--- src/rtl/ssp_pkg.sv ---
package ssp_pkg;

    typedef enum logic [1:0] {
        OP_NONE  = 2'd0,
        OP_READ  = 2'd1,
        OP_WRITE = 2'd2
    } ssp_op_e;

    typedef enum logic {
        SEQ_IDLE = 1'b0,
        SEQ_BUSY = 1'b1
    } ssp_seq_e;

    // Per-cycle control word produced by the sequencer.
    typedef struct packed {
        logic    active;   // an access occupies this cycle
        logic    first;    // first cycle of the access (capture cycle)
        logic    strobe;   // strobe window is open
        logic    last;     // final cycle of the access
        ssp_op_e op;       // operation of the access
    } ssp_ctl_t;

    // Read outranks write when both are requested.
    function automatic ssp_op_e pick_op(input logic rd, input logic wr);
        if (rd)
            return OP_READ;
        else if (wr)
            return OP_WRITE;
        return OP_NONE;
    endfunction

endpackage

--- src/rtl/ssp_sequencer.sv ---
module ssp_sequencer
    import ssp_pkg::*;
#(
    parameter int unsigned SETUP_CYC = 2,
    parameter int unsigned WAIT_CYC  = 3,
    parameter int unsigned HOLD_CYC  = 2
) (
    input  logic     clk,
    input  logic     rst,
    input  logic     req_rd,
    input  logic     req_wr,
    output ssp_ctl_t ctl_o
);
    localparam int unsigned STROBE_END = SETUP_CYC + WAIT_CYC;
    localparam int unsigned RD_LAST    = STROBE_END;
    localparam int unsigned WR_LAST    = STROBE_END + HOLD_CYC;
    localparam int unsigned CW         = $clog2(WR_LAST + 2);

    ssp_seq_e        state_q;
    logic [CW-1:0]   cnt_q;
    ssp_op_e         op_q;

    ssp_op_e         live_op;
    ssp_op_e         cur_op;
    logic [CW-1:0]   idx;
    logic [CW-1:0]   last_idx;
    int unsigned     pos;
    logic            active;

    always_comb begin
        live_op = pick_op(req_rd, req_wr);
        if (state_q == SEQ_IDLE) begin
            idx    = '0;
            cur_op = live_op;
            active = (live_op != OP_NONE);
        end else begin
            idx    = cnt_q;
            cur_op = op_q;
            active = 1'b1;
        end
        last_idx = (cur_op == OP_WRITE) ? CW'(WR_LAST) : CW'(RD_LAST);
        // pos is the 1-based cycle number inside the access
        pos = 32'(idx) + 32'd1;

        ctl_o.active = active;
        ctl_o.first  = active && (state_q == SEQ_IDLE);
        ctl_o.strobe = active && (pos > SETUP_CYC) && (pos <= STROBE_END + 1);
        ctl_o.last   = active && (idx == last_idx);
        ctl_o.op     = cur_op;
    end

    always_ff @(posedge clk) begin
        if (rst) begin
            state_q <= SEQ_IDLE;
            cnt_q   <= '0;
            op_q    <= OP_NONE;
        end else if (active) begin
            if (idx == last_idx) begin
                state_q <= SEQ_IDLE;
                cnt_q   <= '0;
                op_q    <= OP_NONE;
            end else begin
                state_q <= SEQ_BUSY;
                cnt_q   <= idx + CW'(1);
                op_q    <= cur_op;
            end
        end
    end

    // a running access always knows its operation
    p_busy_has_op_r2: assert property (@(posedge clk) disable iff (rst)
        (state_q == SEQ_BUSY) |-> (op_q != OP_NONE));

    // the counter never runs past the longest access
    p_cnt_in_range_r4: assert property (@(posedge clk) disable iff (rst)
        (state_q == SEQ_BUSY) |-> (cnt_q <= CW'(WR_LAST)));

endmodule

--- src/rtl/ssp_capture.sv ---
module ssp_capture #(
    parameter int unsigned ADDR_W = 10,
    parameter int unsigned DATA_W = 32,
    localparam int unsigned BE_W  = DATA_W / 8
) (
    input  logic              clk,
    input  logic              rst,
    input  logic              first_i,
    input  logic              busy_i,
    input  logic [ADDR_W-1:0] addr_i,
    input  logic [BE_W-1:0]   be_n_i,
    input  logic [DATA_W-1:0] wdata_i,
    output logic [ADDR_W-1:0] addr_o,
    output logic [BE_W-1:0]   be_n_o,
    output logic [DATA_W-1:0] wdata_o
);
    logic [ADDR_W-1:0] addr_q;
    logic [BE_W-1:0]   be_n_q;
    logic [DATA_W-1:0] wdata_q;

    always_ff @(posedge clk) begin
        if (rst) begin
            addr_q  <= '0;
            be_n_q  <= '1;
            wdata_q <= '0;
        end else if (first_i) begin
            addr_q  <= addr_i;
            be_n_q  <= be_n_i;
            wdata_q <= wdata_i;
        end
    end

    // Cycle 0 shows the live bus so a zero-count access fits in one cycle.
    always_comb begin
        if (first_i) begin
            addr_o  = addr_i;
            be_n_o  = be_n_i;
            wdata_o = wdata_i;
        end else begin
            addr_o  = addr_q;
            be_n_o  = be_n_q;
            wdata_o = wdata_q;
        end
    end

    // after the first cycle the peripheral side does not move
    p_capture_stable_r6: assert property (@(posedge clk) disable iff (rst)
        busy_i |-> ($stable(addr_o) && $stable(be_n_o) && $stable(wdata_o)));

endmodule

--- src/rtl/ssp_strobe_gen.sv ---
module ssp_strobe_gen
    import ssp_pkg::*;
#(
    parameter int unsigned DATA_W = 32
) (
    input  logic              active_i,
    input  logic              strobe_i,
    input  logic              last_i,
    input  ssp_op_e           op_i,
    input  logic [DATA_W-1:0] per_rdata_i,
    output logic              cs_o,
    output logic              rd_n_o,
    output logic              wr_n_o,
    output logic              waitreq_o,
    output logic [DATA_W-1:0] rdata_o
);
    always_comb begin
        cs_o      = active_i;
        rd_n_o    = !(strobe_i && (op_i == OP_READ));
        wr_n_o    = !(strobe_i && (op_i == OP_WRITE));
        waitreq_o = active_i && !last_i;
        rdata_o   = (last_i && (op_i == OP_READ)) ? per_rdata_i : '0;
    end

    // immediate guards on the strobe pair
    always_comb begin
        a_strobe_excl_r9: assert (rd_n_o || wr_n_o);
        a_strobe_in_cs_r9: assert ((rd_n_o && wr_n_o) || cs_o);
    end

endmodule

--- src/rtl/strobe_slave_port.sv ---
module strobe_slave_port
    import ssp_pkg::*;
#(
    parameter int unsigned ADDR_W    = 10,
    parameter int unsigned DATA_W    = 32,
    parameter int unsigned SETUP_CYC = 2,
    parameter int unsigned WAIT_CYC  = 3,
    parameter int unsigned HOLD_CYC  = 2,
    localparam int unsigned BE_W     = DATA_W / 8
) (
    input  logic              clk,
    input  logic              rst,
    input  logic [ADDR_W-1:0] bus_addr,
    input  logic [BE_W-1:0]   bus_be_n,
    input  logic              bus_rd,
    input  logic              bus_wr,
    input  logic [DATA_W-1:0] bus_wdata,
    output logic [DATA_W-1:0] bus_rdata,
    output logic              bus_waitreq,
    output logic              per_cs,
    output logic              per_rd_n,
    output logic              per_wr_n,
    output logic [ADDR_W-1:0] per_addr,
    output logic [BE_W-1:0]   per_be_n,
    output logic [DATA_W-1:0] per_wdata,
    input  logic [DATA_W-1:0] per_rdata
);
    ssp_ctl_t ctl;

    ssp_sequencer #(
        .SETUP_CYC (SETUP_CYC),
        .WAIT_CYC  (WAIT_CYC),
        .HOLD_CYC  (HOLD_CYC)
    ) seq_i (
        .clk    (clk),
        .rst    (rst),
        .req_rd (bus_rd),
        .req_wr (bus_wr),
        .ctl_o  (ctl)
    );

    ssp_capture #(
        .ADDR_W (ADDR_W),
        .DATA_W (DATA_W)
    ) cap_i (
        .clk     (clk),
        .rst     (rst),
        .first_i (ctl.first),
        .busy_i  (ctl.active && !ctl.first),
        .addr_i  (bus_addr),
        .be_n_i  (bus_be_n),
        .wdata_i (bus_wdata),
        .addr_o  (per_addr),
        .be_n_o  (per_be_n),
        .wdata_o (per_wdata)
    );

    ssp_strobe_gen #(
        .DATA_W (DATA_W)
    ) stb_i (
        .active_i    (ctl.active),
        .strobe_i    (ctl.strobe),
        .last_i      (ctl.last),
        .op_i        (ctl.op),
        .per_rdata_i (per_rdata),
        .cs_o        (per_cs),
        .rd_n_o      (per_rd_n),
        .wr_n_o      (per_wr_n),
        .waitreq_o   (bus_waitreq),
        .rdata_o     (bus_rdata)
    );

    // strobes exclusive and only under chip-select
    p_strobe_excl_r9: assert property (@(posedge clk) disable iff (rst)
        !(!per_rd_n && !per_wr_n));
    p_strobe_in_cs_r9: assert property (@(posedge clk) disable iff (rst)
        (!per_rd_n || !per_wr_n) |-> per_cs);

    // a read is released only while its strobe is low
    p_read_done_on_strobe_r2: assert property (@(posedge clk) disable iff (rst)
        (bus_rd && per_cs && !bus_waitreq) |-> !per_rd_n);

    // a conflicting write request never drives the write strobe
    p_read_wins_r7: assert property (@(posedge clk) disable iff (rst)
        (bus_rd && bus_wr) |-> per_wr_n);

    // in a hold cycle the peripheral side is unchanged
    p_hold_stable_r4: assert property (@(posedge clk) disable iff (rst)
        ($rose(per_wr_n) && $past(bus_waitreq)) |->
            (per_cs && $stable(per_addr) && $stable(per_be_n) && $stable(per_wdata)));

    // with no request and no access the port is quiet
    p_idle_quiet_r1: assert property (@(posedge clk) disable iff (rst)
        (!bus_rd && !bus_wr && !per_cs) |-> (!bus_waitreq && per_rd_n && per_wr_n));

    // read data is zero when no read finishes
    p_rdata_quiet_r8: assert property (@(posedge clk) disable iff (rst)
        (bus_waitreq || !bus_rd) |-> (bus_rdata == '0));

endmodule

--- config.mk ---
export PLATFORM = sky130hd
export DESIGN_NAME = strobe_slave_port
export DESIGN_NICKNAME = d
export VERILOG_FILES = /design/src/rtl/ssp_pkg.sv /design/src/rtl/ssp_sequencer.sv /design/src/rtl/ssp_capture.sv /design/src/rtl/ssp_strobe_gen.sv /design/src/rtl/strobe_slave_port.sv
export SDC_FILE = /design/constraint.sdc
export NUM_CORES = 1
export LEC_CHECK = 0
export BUFFER_PORTS_ARGS = -buffer_cell sky130_fd_sc_hd__buf_2
export CAP_MARGIN = 10
export CORE_MARGIN = 5
export CORE_UTILIZATION = 40
export DETAILED_ROUTE_END_ITERATION = 6
export PLACE_DENSITY = 0.72
export SLEW_MARGIN = 20
export SYNTH_ARGS = -nofsm -noshare
export SYNTH_HDL_FRONTEND = slang
export SYNTH_SLANG_ARGS = --single-unit
--- constraint.sdc ---
create_clock -name clk -period 3.8 [get_ports clk]
set_clock_uncertainty 0.15 [all_clocks]
set_input_delay 0.76 -clock clk [delete_from_list [all_inputs] [get_ports clk]]
set_output_delay 0.76 -clock clk [all_outputs]
set_load 0.01 [all_outputs]
After elaboration in Yosys (flattened, before gate mapping)
Index checks and enable logic that the tools add are counted.

storage, ports and cells
  bits in registers = 53
  bits in latches = 0
  bits in writable memories = 0
  ROM bits = 0
  input bits = 82
  memories = 0

operators by class
  $add $sub $neg = 2
  $mul = 0
  div/mod/pow operators = 0
  $lt $le $gt $ge = 2
  equality and inequality tests = 3
  shift operators = 0
  mux-type cells = 16
  bitwise operators = 1
  reductions and logical operators = 12

operators by type and width
  operator                                                                           number
  32-bit 2-to-1 mux                                                                  2
  32-bit by 2-bit > comparator with 1-bit output, second input constant              1
  32-bit by 3-bit less-or-equal comparator with 1-bit output, second input constant  1
  2-bit 2-to-1 mux                                                                   6
  4-bit 2-to-1 mux                                                                   3
  10-bit 2-to-1 mux                                                                  1
  1-bit logical AND                                                                  8
  4-bit by 1-bit adder with 5-bit output, second input constant                      1
  4-bit by 1-bit adder with 4-bit output, second input constant                      1
  4-bit equality test                                                                1
  1-bit 2-to-1 mux                                                                   4
  1-bit logical NOT                                                                  3
  2-bit by 1-bit equality test with 1-bit output, second input constant              1
  2-bit equality test, second input constant                                         1
  2-bit nonzero test                                                                 1
  1-bit NOT                                                                          1

Longest topological paths before layout
Gate-level depths: netlist of run 1.

  word-level depth = 10
  depth in mapped cells = 7
  mapped depth without buffers = 6

Hierarchy
From an unflattened synthesis of run 1, not the netlist that was laid out.

second synthesis, totals
  cell total of the unflattened synthesis = 252
  area total of the unflattened synthesis = 2844.0 um^2

by module, submodules not included
  module             instances  cells each  area each (um^2)  sequential area each (um^2)
  ssp_capture        1          147         1948.1            920.9
  ssp_sequencer      1          59          465.4             140.1
  ssp_strobe_gen     1          45          416.6             0.0
  strobe_slave_port  1          1           13.8              0.0

Least setup slack after synthesis of run 1
No wires, ideal clock.

  path type = input to output
  from = input port bus_rd
  to = output port per_wdata[10]
  arrival time = 1.589 ns
  path slack = 1.301 ns
  stages = 4
  cell sequence = o21bai_1 > buf_6 > buf_6 > mux2_4

between the ends
  word-level cells in the longest chain between the ends = 6

ends and longest elaborated chain
  item                                                  RTL line                 source
  from (decl)                                           strobe_slave_port.sv:15  input logic bus_rd,
  2-bit 2-to-1 mux or 1-bit 2-to-1 mux (tied branches)  ssp_pkg.sv:25            if (rd)
  2-bit 2-to-1 mux (*)                                  ssp_pkg.sv:29            return OP_NONE;
  2-bit nonzero test (*)                                ssp_sequencer.sv:35      active = (live_op != OP_NONE);
  1-bit 2-to-1 mux (*)                                  ssp_sequencer.sv:32      if (state_q == SEQ_IDLE) begin
  1-bit logical AND (*)                                 ssp_sequencer.sv:46      ctl_o.first = active && (state_q == SEQ_IDLE);
  32-bit 2-to-1 mux (*)                                 ssp_capture.sv:35        if (first_i) begin
  to (decl)                                             strobe_slave_port.sv:25  output logic [DATA_W-1:0] per_wdata,

Mark *: on every way between the ends. The rest lies on a longest branch, timed or not.

Worst setup path in the final report of run 1
  from = register seq_i.state_q
  to = output port bus_rdata[4]

between the ends
  word-level cells in the longest chain between the ends = 7

ends and longest elaborated chain
  item                    RTL line                 source
  from (decl)             ssp_sequencer.sv:19      ssp_seq_e state_q;
  from (signal assigned)  ssp_sequencer.sv:54      state_q <= SEQ_IDLE;
  from (signal assigned)  ssp_sequencer.sv:59      state_q <= SEQ_IDLE;
  from (signal assigned)  ssp_sequencer.sv:63      state_q <= SEQ_BUSY;
  2-bit 2-to-1 mux        ssp_sequencer.sv:32
  2-bit equality test     ssp_sequencer.sv:41      last_idx = (cur_op == OP_WRITE) ? CW'(WR_LAST) : CW'(RD_LAST);
  2-bit 2-to-1 mux        ssp_sequencer.sv:41
  4-bit equality test     ssp_sequencer.sv:48      ctl_o.last = active && (idx == last_idx);
  1-bit logical AND       ssp_sequencer.sv:48
  1-bit logical AND (*)   ssp_strobe_gen.sv:22     rdata_o = (last_i && (op_i == OP_READ)) ? per_rdata_i : '0;
  32-bit 2-to-1 mux (*)   ssp_strobe_gen.sv:22
  to (decl)               strobe_slave_port.sv:18  output logic [DATA_W-1:0] bus_rdata,

Marks and branches as above.

==> results of run 1 <==
-- cell type report --
type | instances | share of cell area [%]
multi-input cells | 204 | 41.56
flip-flops and latches | 53 | 29.27
repair buffers | 167 | 23.68
well taps | 77 | 2.658
clock buffers | 7 | 2.106
inverters | 5 | 0.5178
clock inverters | 1 | 0.2071
-- how the worst max path moves through the flow --
| stage | slack [ns] | startpoint | end | depth (start not counted) |
|---|---|---|---|---|
| 4_1_cts | 0.47 | seq_i.state_q | bus_rdata[4] | 6 |
| 5_1_grt | 0.24 | seq_i.state_q | bus_rdata[13] | 6 |
| 3_3_place_gp | 0.78 | bus_rd | bus_rdata[12] | 7 |
| 3_5_place_dp | 0.71 | bus_rd | bus_rdata[12] | 7 |
| 6_report | 0.51 | seq_i.state_q | bus_rdata[4] | 6 |
| 2_1_floorplan | 1.30 | bus_rd | per_wdata[10] | 4 |
-- kinds of logic (layout without fill, tap and decap cells) --
| kind of cell | Yosys count | count (layout) | synth area share, % |
|---|---|---|---|
| AND/OR/NAND/NOR | 134 | 134 | 25.27 |
| flip-flops | 53 | 53 | 39.53 |
| multiplexers | 47 | 47 | 23.73 |
| buffers and inverters | 22 | 180 | 4.895 |
| AO/OA/AOI/OAI | 18 | 18 | 4.662 |
| XOR/XNOR | 3 | 3 | 0.9792 |
| adder cells (fa/ha/maj) | 2 | 2 | 0.9323 |
-- Yosys cell counts (2+ instances only) --
library cell / count
nor2b_1: 3
o21ai_0: 3
inv_1: 4
o211ai_1: 2
nand2_1: 34
buf_6: 5
mux2_4: 29
nand3_1: 4
a21oi_1: 4
buf_2: 6
nor3b_1: 3
a211oi_1: 2
ha_1: 2
clkbuf_1: 4
nand2b_1: 6
xnor2_1: 2
and2_1: 45
nor2_1: 33
mux2_2: 17
dfxtp_1: 53
-- layer usage --
| layer | share of wire, % | wire length, um | up-vias | GRT usage [%] |
|---|---|---|---|---|
| met1 | 37 | 2564 | 1057 | 16.81 |
| met5 | 0 | 0 | - | 0 |
| met4 | 0.55 | 38 | 0 | 4.332 |
| met3 | 16 | 1073 | 4 | 9.165 |
| met2 | 47 | 3223 | 134 | 27.07 |
| li1 | - | - | 1228 | - |
-- power groups by stage --
stage | Combinational [mW] | Clock (mW) | Sequential (mW)
finish | 0.294 | 0.307 | 0.607
global route | 0.323 | 0.350 | 0.612
CTS | 0.300 | 0.326 | 0.608
detailed placement | 0.298 | 0 | 0.620
global placement | 0.293 | 0 | 0.619
floorplan | 0.191 | 0 | 0.614
-- sequential cells by signal, indices dropped and copies added, names as in the netlist --
| name | count |
|---|---|
| cap_i.wdata_q | 32 |
| cap_i.addr_q | 10 |
| cap_i.be_n_q | 4 |
| seq_i.cnt_q | 4 |
| seq_i.op_q | 2 |
| seq_i.state_q | 1 |
-- worst max-delay path, cell delays in order (launching register included) --
cell	delay [ns]
dfxtp_1	0.64
and2_1	0.30
and3_1	0.57
buf_4	0.30
nand2_1	0.08
nor2_1	0.08
buf_2	0.13
-- per-stage QoR --
| stage | cell area, um2 | utilization [%] |
|---|---|---|
| global placement | 3541 | 55.13 |
| global route | 3625 | 56.44 |
| CTS | 3625 | 56.44 |
| finish | 3625 | 56.44 |
| detailed placement | 3541 | 55.13 |
| floorplan | 2684 | - |
==> qor.yml, run 1 <==
cells_and_area:
  drive_above_1_share_pct: 51.26
  antennaDiodeCount: 0
  final_cell_mix: "buf_2 (163), dfxtp_1 (53), and2_1 (45), nand2_1 (34), nor2_1 (33)"
  synthToLayoutAreaGrowth_pct: 35.06
  final_cells: 514
  final_common_cell: "buf_2"
  final_net_count: 520
  multi_input_comb_area_um2: 1506
  fillers: 595
  register_area_um2: 1061
synth:
  ys_ff_latch: 53
  syn_inst: 279
  netlist.area_leader.share_pct: 39.53
  synth_cell_types: 38
  synth_area_leaders: "dfxtp_1 (40%), mux2_4 (16%), and2_1 (10%)"
  synthFlopType: "dfxtp_1"
  synth_edf_count: 0
  syn_nets: 363
  yosysTopAreaCell: "dfxtp_1"
  ys_seq_area_share_pct: 39.53
  synth_warnings: 0
  syn_area_per_cell_um2: 9.619
  synthArstFlopShare_pct: 0
  syn-cell-area_um2: 2684
floorplanning:
  dieHeight_um: 91.91
  start_util_pct: 41.79
  die_w_um: 91.91
  dieArea_um2: 8447
  rows: 29
  core_area_um2: 6422
  ios: 164
drt:
  drt_first_pass_iters: 4
  final_antenna_net_count: 0
  drt-total-wl_um: 6900
  viasPerCell: 4.714
  drc_errors: 0
  drt_iter0_drc: 43
  vias: 2423
  route.detailed.wl_per_inst_um: 13.42
timing:
  period_minus_slack_ns: 3.294
  slew_headroom_pct: 57.75
  hold_viol: 0
  period_share_pct: 86.69
  fin_setup_tns_ns: 0
  rsz0062_at_grt: "no"
  setup_viol: 0
  fmax_mhz: 303.6
  worst_pin_slew_ns: 0.6214
  slew_violations: 0
  hold_ws_ns: 0.3601
  finalWorstSetupSlack_ns: 0.5057
worst_setup_path:
  endpoint_kind: "output pin"
  crit_type: "reg -> out"
  critPathLaunchType: "register"
  r2r_setup_slack_ns: 1.61
  crit_required_ns: 2.89
  rr_startpoint: "seq_i.state_q"
  cp.arrival_ns: 2.38
  worstRegToRegCells: 4
  r2r-end: "seq_i.cnt_q[2]"
  cp_max_fo: 17
power:
  swShare_pct: 26.80
  power_per_cell_area_nw_per_um2: 333.4
  combinationalPowerShare_pct: 24.4
  power_frac_seq_pct: 50.2
  ir_drop_mv: 0.2395
  p_int_mw: 0.8845
  power.leakage_nw: 1.832
  p_total_mw: 1.208
  p_clk_share_pct: 25.4
  netSwitchingPower_mw: 0.3238
place:
  gp_congestion: 0.8346
  portBuffers: 163
  placedCellCount: 506
  dp_slack_ns: 0.7150
  hpwl_um: 5357
worst_hold_path:
  hold_depth: 2
  hold_path_class: "reg -> reg"
  hold_path_end: "seq_i.cnt_q[3]"
  hp-start: "seq_i.cnt_q[3]"
cts:
  clk_latency_ns: 0.30
  cts_buffers: 5
  cts_root_buffer: "clkbuf_8"
  cts_tree: "done"
  cts_resized: 0
  clock_path_buffers: 2
  clock-sinks: 53
  htree_levels: 2
  postCtsSetupRepairBufs: 0
  path_clk_slew_ns: 0.08
  ctsHoldBuffers: 0
grt:
  grt_pass1_vias: 2373
  grt_max_degree: 48
  grt_pass1_wl_um: 11090
  grt_use_total_pct: 15.89
  grt_overflow: 0
  antenna_found_initial: 0
run:
  drv_cap: 0
outcome:
  status: "completed"
Note: power is estimated with default switching activity, not from simulation.
==> run 2: changes to the inputs <==
BUFFER_PORTS_ARGS = -buffer_cell sky130_fd_sc_hd__clkbuf_2   (was -buffer_cell sky130_fd_sc_hd__buf_2)
TNS_END_PERCENT = 30   (was not set)
==> qor.yml, run 2 (synthesis gave the netlist of run 1 again) <==
cts:
  cts_root_buffer: "clkbuf_8"
  cts_tree: "done"
  ctsHoldBuffers: 0  # unchanged
  clock_path_buffers: 2  # unchanged
  cts_buffers: 5  # unchanged
  cts_resized: 0  # unchanged
  postCtsSetupRepairBufs: 0  # unchanged
  clock-sinks: 53  # unchanged
  path_clk_slew_ns: 0.08  # about the same
  clk_latency_ns: 0.29  # about the same
  htree_levels: 2  # unchanged
cells_and_area:
  synthToLayoutAreaGrowth_pct: 35.85
  final_net_count: 520  # unchanged
  final_common_cell: "clkbuf_2"
  top_register: "cap_i.wdata_q"
  antennaDiodeCount: 0  # unchanged
  final_cell_mix: "clkbuf_2 (163), dfxtp_1 (53), and2_1 (45), nand2_1 (34), nor2_1 (33)"
  reg_top3: "cap_i.wdata_q (32), cap_i.addr_q (10)"
  drive_above_1_share_pct: 51.72  # +0.46 points
  final_cells: 514  # unchanged
  post-route-cell-area_um2: 3646  # +0.59%
  largest_register_ffs: 32  # unchanged
worst_setup_path:
  worstSetupStartpoint: "seq_i.state_q"
  rr_startpoint: "seq_i.state_q"
  critPathTopFamily: "flip-flops"
  endpoint_kind: "output pin"
  crit_buf_inv: 2  # unchanged
  worstPathCellList: "nand2b_1, o21ai_1, mux2i_2, buf_4, nor3b_1, clkbuf_2"
  cp_num_cells: 6  # unchanged
  crit_required_ns: 2.89  # about the same
  crit_type: "reg -> out"
  cp.arrival_ns: 2.28  # -0.10 ns
  cp_max_fo: 19  # +2
  critPathLaunchType: "register"
  worstRegToRegCells: 4  # unchanged
  crit_slowest_cell: "dfxtp_1"
  slowest_delay_ns: 0.63  # about the same
drt:
  drc_errors: 0  # unchanged
  viasPerCell: 4.735  # +0.45%
  drt_iter0_drc: 50  # +16%
  route.detailed.wl_per_inst_um: 13.21  # -1.6%
  drt-total-wl_um: 6789  # -1.6%
  vias: 2434  # +0.45%
  drt_first_pass_iters: 6  # +2
  final_antenna_net_count: 0  # unchanged
place:
  placedCellCount: 506  # unchanged
  dp_slack_ns: 0.6962  # -0.01878 ns
  placedInstanceArea_um2: 3541  # unchanged
  hpwl_um: 5477  # +2.2%
  gp_congestion: 0.8171  # -2.1%
  portBuffers: 163  # unchanged
floorplanning:
  die_w_um: 91.91  # unchanged
  dieArea_um2: 8447  # unchanged
  rows: 29  # unchanged
  dieHeight_um: 91.91  # unchanged
  core_area_um2: 6422  # unchanged
  ios: 164  # unchanged
  start_util_pct: 41.79  # unchanged
grt:
  grt_pass1_wl_um: 11000  # -0.81%
  antenna_found_initial: 0  # unchanged
  grt_overflow: 0  # unchanged
  grt_pass1_vias: 2434  # +2.6%
  grt_use_total_pct: 15.49  # -0.40 points
  grt_max_degree: 47  # -2.1%
run:
  drv_cap: 0  # unchanged
timing:
  finalWorstSetupSlack_ns: 0.6149  # +0.1092 ns
  period_minus_slack_ns: 3.185  # -0.1092 ns
  worst_pin_slew_ns: 0.6369  # +0.01548 ns
  slew_violations: 0  # unchanged
  period_share_pct: 83.82  # -2.9 points
  hold_viol: 0  # unchanged
  slew_headroom_pct: 56.70  # -1.1 points
  fin_setup_tns_ns: 0  # unchanged
  fmax_mhz: 314.0  # +3.4%
  setup_viol: 0  # unchanged
  rsz0062_at_grt: "no"
outcome:
  status: "completed"
power:
  ir_drop_mv: 0.2033  # -15%
  power.leakage_nw: 1.833  # about the same
  power_per_cell_area_nw_per_um2: 343.0  # +2.9%
worst_hold_path:
  hold_depth: 2  # unchanged
  hp-start: "seq_i.cnt_q[3]"
  hold_path_class: "reg -> reg"
[run 2: per-layer routing]
layer | vias to the layer above | global-route usage [%] | wire length [um]
li1 | 1225 | - | -
met1 | 1089 | 16.24 | 2529
met2 | 118 | 27.31 | 3285
met3 | 2 | 8.756 | 951
met4 | 0 | 2.970 | 23
met5 | - | 0 | 0
[run 2: power by group]
group	total [mW]	switching, mW	internal (mW)
combinational	0.295	0.134	0.161
clock	0.348	0.180	0.169
sequential	0.607	0.0153	0.592
[run 2: cell type report]
class                           count  area (um2)
Multi-Input combinational cell    204        1506
Tap cell                           77       96.34
Timing Repair Buffer              167       858.3
Fill cell                         595        2776
Clock inverter                      1       8.758
Sequential cell                    53        1061
Clock buffer                        7       96.34
Inverter                            5       18.77
[run 2: final timing paths]
check,endpoint,slack [ns]
worst max-delay path,bus_rdata[12],0.61
worst max register to register,cap_i.wdata_q[0],1.81
worst min-delay path,seq_i.cnt_q[3],0.38
worst min register to register,seq_i.cnt_q[3],0.38
[run 2: per-stage QoR]
stage / hold WS (ns) / total power [mW] / util, %
detailed placement: 0.3550 / 0.9203 / 55.13
floorplan: 0.3198 / 0.8042 / -
global placement: 0.3497 / 0.9125 / 55.13
CTS: 0.3701 / 1.273 / 56.77
global route: 0.4108 / 1.325 / 56.77
finish: 0.3753 / 1.251 / 56.77
[run 2: worst register-to-register path, cell delays in order (launching register included)]
cell and delay (ns):
dfxtp_1 0.63, o21bai_4 0.24, buf_12 0.29, mux2_2 0.43, and2_1 0.15
==> run 3: changes to the inputs <==
clock period = 3.3 ns   (was 3.8 ns; I/O delays follow)
==> qor.yml, run 3 (synthesis gave the netlist of run 1 again) <==
worst_setup_path:
  cp_max_fo: 17  # -2
  cp.arrival_ns: 2.29  # about the same
  worstRegToRegCells: 4  # unchanged
  critPathLaunchType: "register"
  setup.worst_path.end: "per_wr_n"
  crit_type: "reg -> out"
  worstSetupStartpoint: "seq_i.state_q"
  r2r_setup_slack_ns: 1.21  # -0.60 ns
  slowest_delay_ns: 0.66  # +0.03 ns
  crit_slowest_cell: "dfxtp_1"
  worstPathCellList: "and2_1, ha_1, and4b_1, o211ai_1, o21ai_0, nand3_1, clkbuf_2"
  endpoint_kind: "output pin"
  cp_num_cells: 7  # +1
  crit_buf_inv: 1  # -1
  critPathTopFamily: "flip-flops"
  rr_startpoint: "seq_i.state_q"
  r2r-end: "cap_i.wdata_q[13]"
  crit_required_ns: 2.49  # -0.40 ns
timing:
  hold_viol: 0  # unchanged
  fmax_mhz: 322.7
  rsz0062_at_grt: "no"
  period_minus_slack_ns: 3.098
  worst_pin_slew_ns: 0.5234  # -0.1135 ns
  finalWorstSetupSlack_ns: 0.2015  # -0.4134 ns
  period_share_pct: 93.89
  slew_violations: 0  # unchanged
  fin_setup_tns_ns: 0  # unchanged
  hold_ws_ns: 0.3714  # -0.003879 ns
  setup_viol: 0  # unchanged
  slew_headroom_pct: 65.06  # +8.4 points
outcome:
  status: "completed"
cts:
  clk_latency_ns: 0.30  # about the same
  cts_tree: "done"
  clock-sinks: 53  # unchanged
  ctsHoldBuffers: 0  # unchanged
  cts_resized: 0  # unchanged
  path_clk_slew_ns: 0.09  # about the same
  cts_root_buffer: "clkbuf_8"
  cts_buffers: 5  # unchanged
  clock_path_buffers: 2  # unchanged
  htree_levels: 2  # unchanged
  postCtsSetupRepairBufs: 0  # unchanged
worst_hold_path:
  hold_path_class: "reg -> reg"
  hold_depth: 2  # unchanged
cells_and_area:
  final_common_cell: "clkbuf_2"
  multi_input_comb_area_um2: 1506  # unchanged
  reg_top3: "cap_i.wdata_q (32), cap_i.addr_q (10)"
  synthToLayoutAreaGrowth_pct: 35.06
  largest_register_ffs: 32  # unchanged
  antennaDiodeCount: 0  # unchanged
  drive_above_1_share_pct: 51.26  # -0.46 points
  post-route-cell-area_um2: 3625  # -0.58%
  final_cell_mix: "clkbuf_2 (163), dfxtp_1 (53), and2_1 (45), nand2_1 (34), nor2_1 (33)"
  final_net_count: 520  # unchanged
  fillers: 575  # -3.4%
  register_area_um2: 1061  # unchanged
  top_register: "cap_i.wdata_q"
drt:
  drt_first_pass_iters: 4  # -2
  drc_errors: 0  # unchanged
  drt_iter0_drc: 42  # -16%
  viasPerCell: 4.663  # -1.5%
  final_antenna_net_count: 0  # unchanged
  vias: 2397  # -1.5%
  route.detailed.wl_per_inst_um: 12.82  # -2.9%
  drt-total-wl_um: 6589  # -2.9%
grt:
  grt_max_degree: 47  # unchanged
  grt_pass1_vias: 2380  # -2.2%
  grt_use_total_pct: 15.42  # -0.069 points
  grt_pass1_wl_um: 10840  # -1.4%
  antenna_found_initial: 0  # unchanged
  grt_overflow: 0  # unchanged
power:
  power_frac_seq_pct: 50.4  # +1.9 points
  swShare_pct: 26.62  # +0.32 points
  p_clk_share_pct: 25.2  # -2.7 points
  power_per_cell_area_nw_per_um2: 382.6  # +12%
  ir_drop_mv: 0.2695  # +33%
  p_int_mw: 1.018  # +10%
  power.leakage_nw: 1.816  # -0.89%
  netSwitchingPower_mw: 0.3692  # +12%
  combinationalPowerShare_pct: 24.3  # +0.7 points
place:
  gp_congestion: 0.8181  # +0.12%
  portBuffers: 163  # unchanged
  placedInstanceArea_um2: 3541  # unchanged
  hpwl_um: 5294  # -3.3%
  dp_slack_ns: 0.5106  # -0.1856 ns
run:
  drv_cap: 0  # unchanged
floorplanning:
  ios: 164  # unchanged
  core_area_um2: 6422  # unchanged
  dieHeight_um: 91.91  # unchanged
  dieArea_um2: 8447  # unchanged
  rows: 29  # unchanged
  start_util_pct: 41.79  # unchanged
  die_w_um: 91.91  # unchanged
==> run 3: changes by cell type in the layout (fill, tap and decap cells not counted) <==
cell	delta
clkbuf_1	+2
clkbuf_8	-2
inv_6	-1
clkinvlp_4	+1
==> run 3: metrics by stage <==
step | util, % | total power [mW] | std cells
CTS | 56.44 | 1.421 | 514
finish | 56.44 | 1.387 | 514
floorplan | - | 0.9260 | 279
detailed placement | 55.13 | 1.057 | 506
global route | 56.44 | 1.483 | 514
global placement | 55.13 | 1.052 | 506
==> run 3: cell type report <==
cell class,instances,area share [%]
inverter,5,0.5178
clock inverter,1,0.2071
tap,77,2.658
clock buffer,7,2.106
sequential,53,29.27
multi-input combinational,204,41.56
timing repair buffer,167,23.68
==> run 3: worst min-delay path by stage <==
stage / to / startpoint / slack, ns
6_report: seq_i.cnt_q[3] / seq_i.cnt_q[3] / 0.37
5_1_grt: seq_i.cnt_q[3] / seq_i.cnt_q[3] / 0.40
4_1_cts: seq_i.cnt_q[3] / seq_i.cnt_q[3] / 0.38
3_5_place_dp: seq_i.op_q[1] / seq_i.op_q[1] / 0.36
3_3_place_gp: seq_i.op_q[1] / seq_i.op_q[1] / 0.34
2_1_floorplan: seq_i.cnt_q[3] / seq_i.cnt_q[3] / 0.32
==> run 3: metal layers <==
metal	up-vias	share of wire (%)	global-route usage [%]
met5	-	0	0
met4	0	0.97	3.960
met3	7	14	8.101
met2	121	46	26.28
met1	1040	39	16.89
li1	1229	-	-
==> run 3: power by group through the flow <==
| stage | registers, mW | logic (mW) | clock network [mW] |
|---|---|---|---|
| finish | 0.700 | 0.338 | 0.350 |
| global route | 0.704 | 0.373 | 0.406 |
| CTS | 0.700 | 0.345 | 0.376 |
| detailed placement | 0.714 | 0.343 | 0 |
| global placement | 0.713 | 0.339 | 0 |
| floorplan | 0.707 | 0.219 | 0 |
==> run 3: worst min-delay path, cell delays in order, from the launching register on <==
cell and delay, ns:
dfxtp_1 0.35, nand2_1 0.07, a211oi_1 0.06
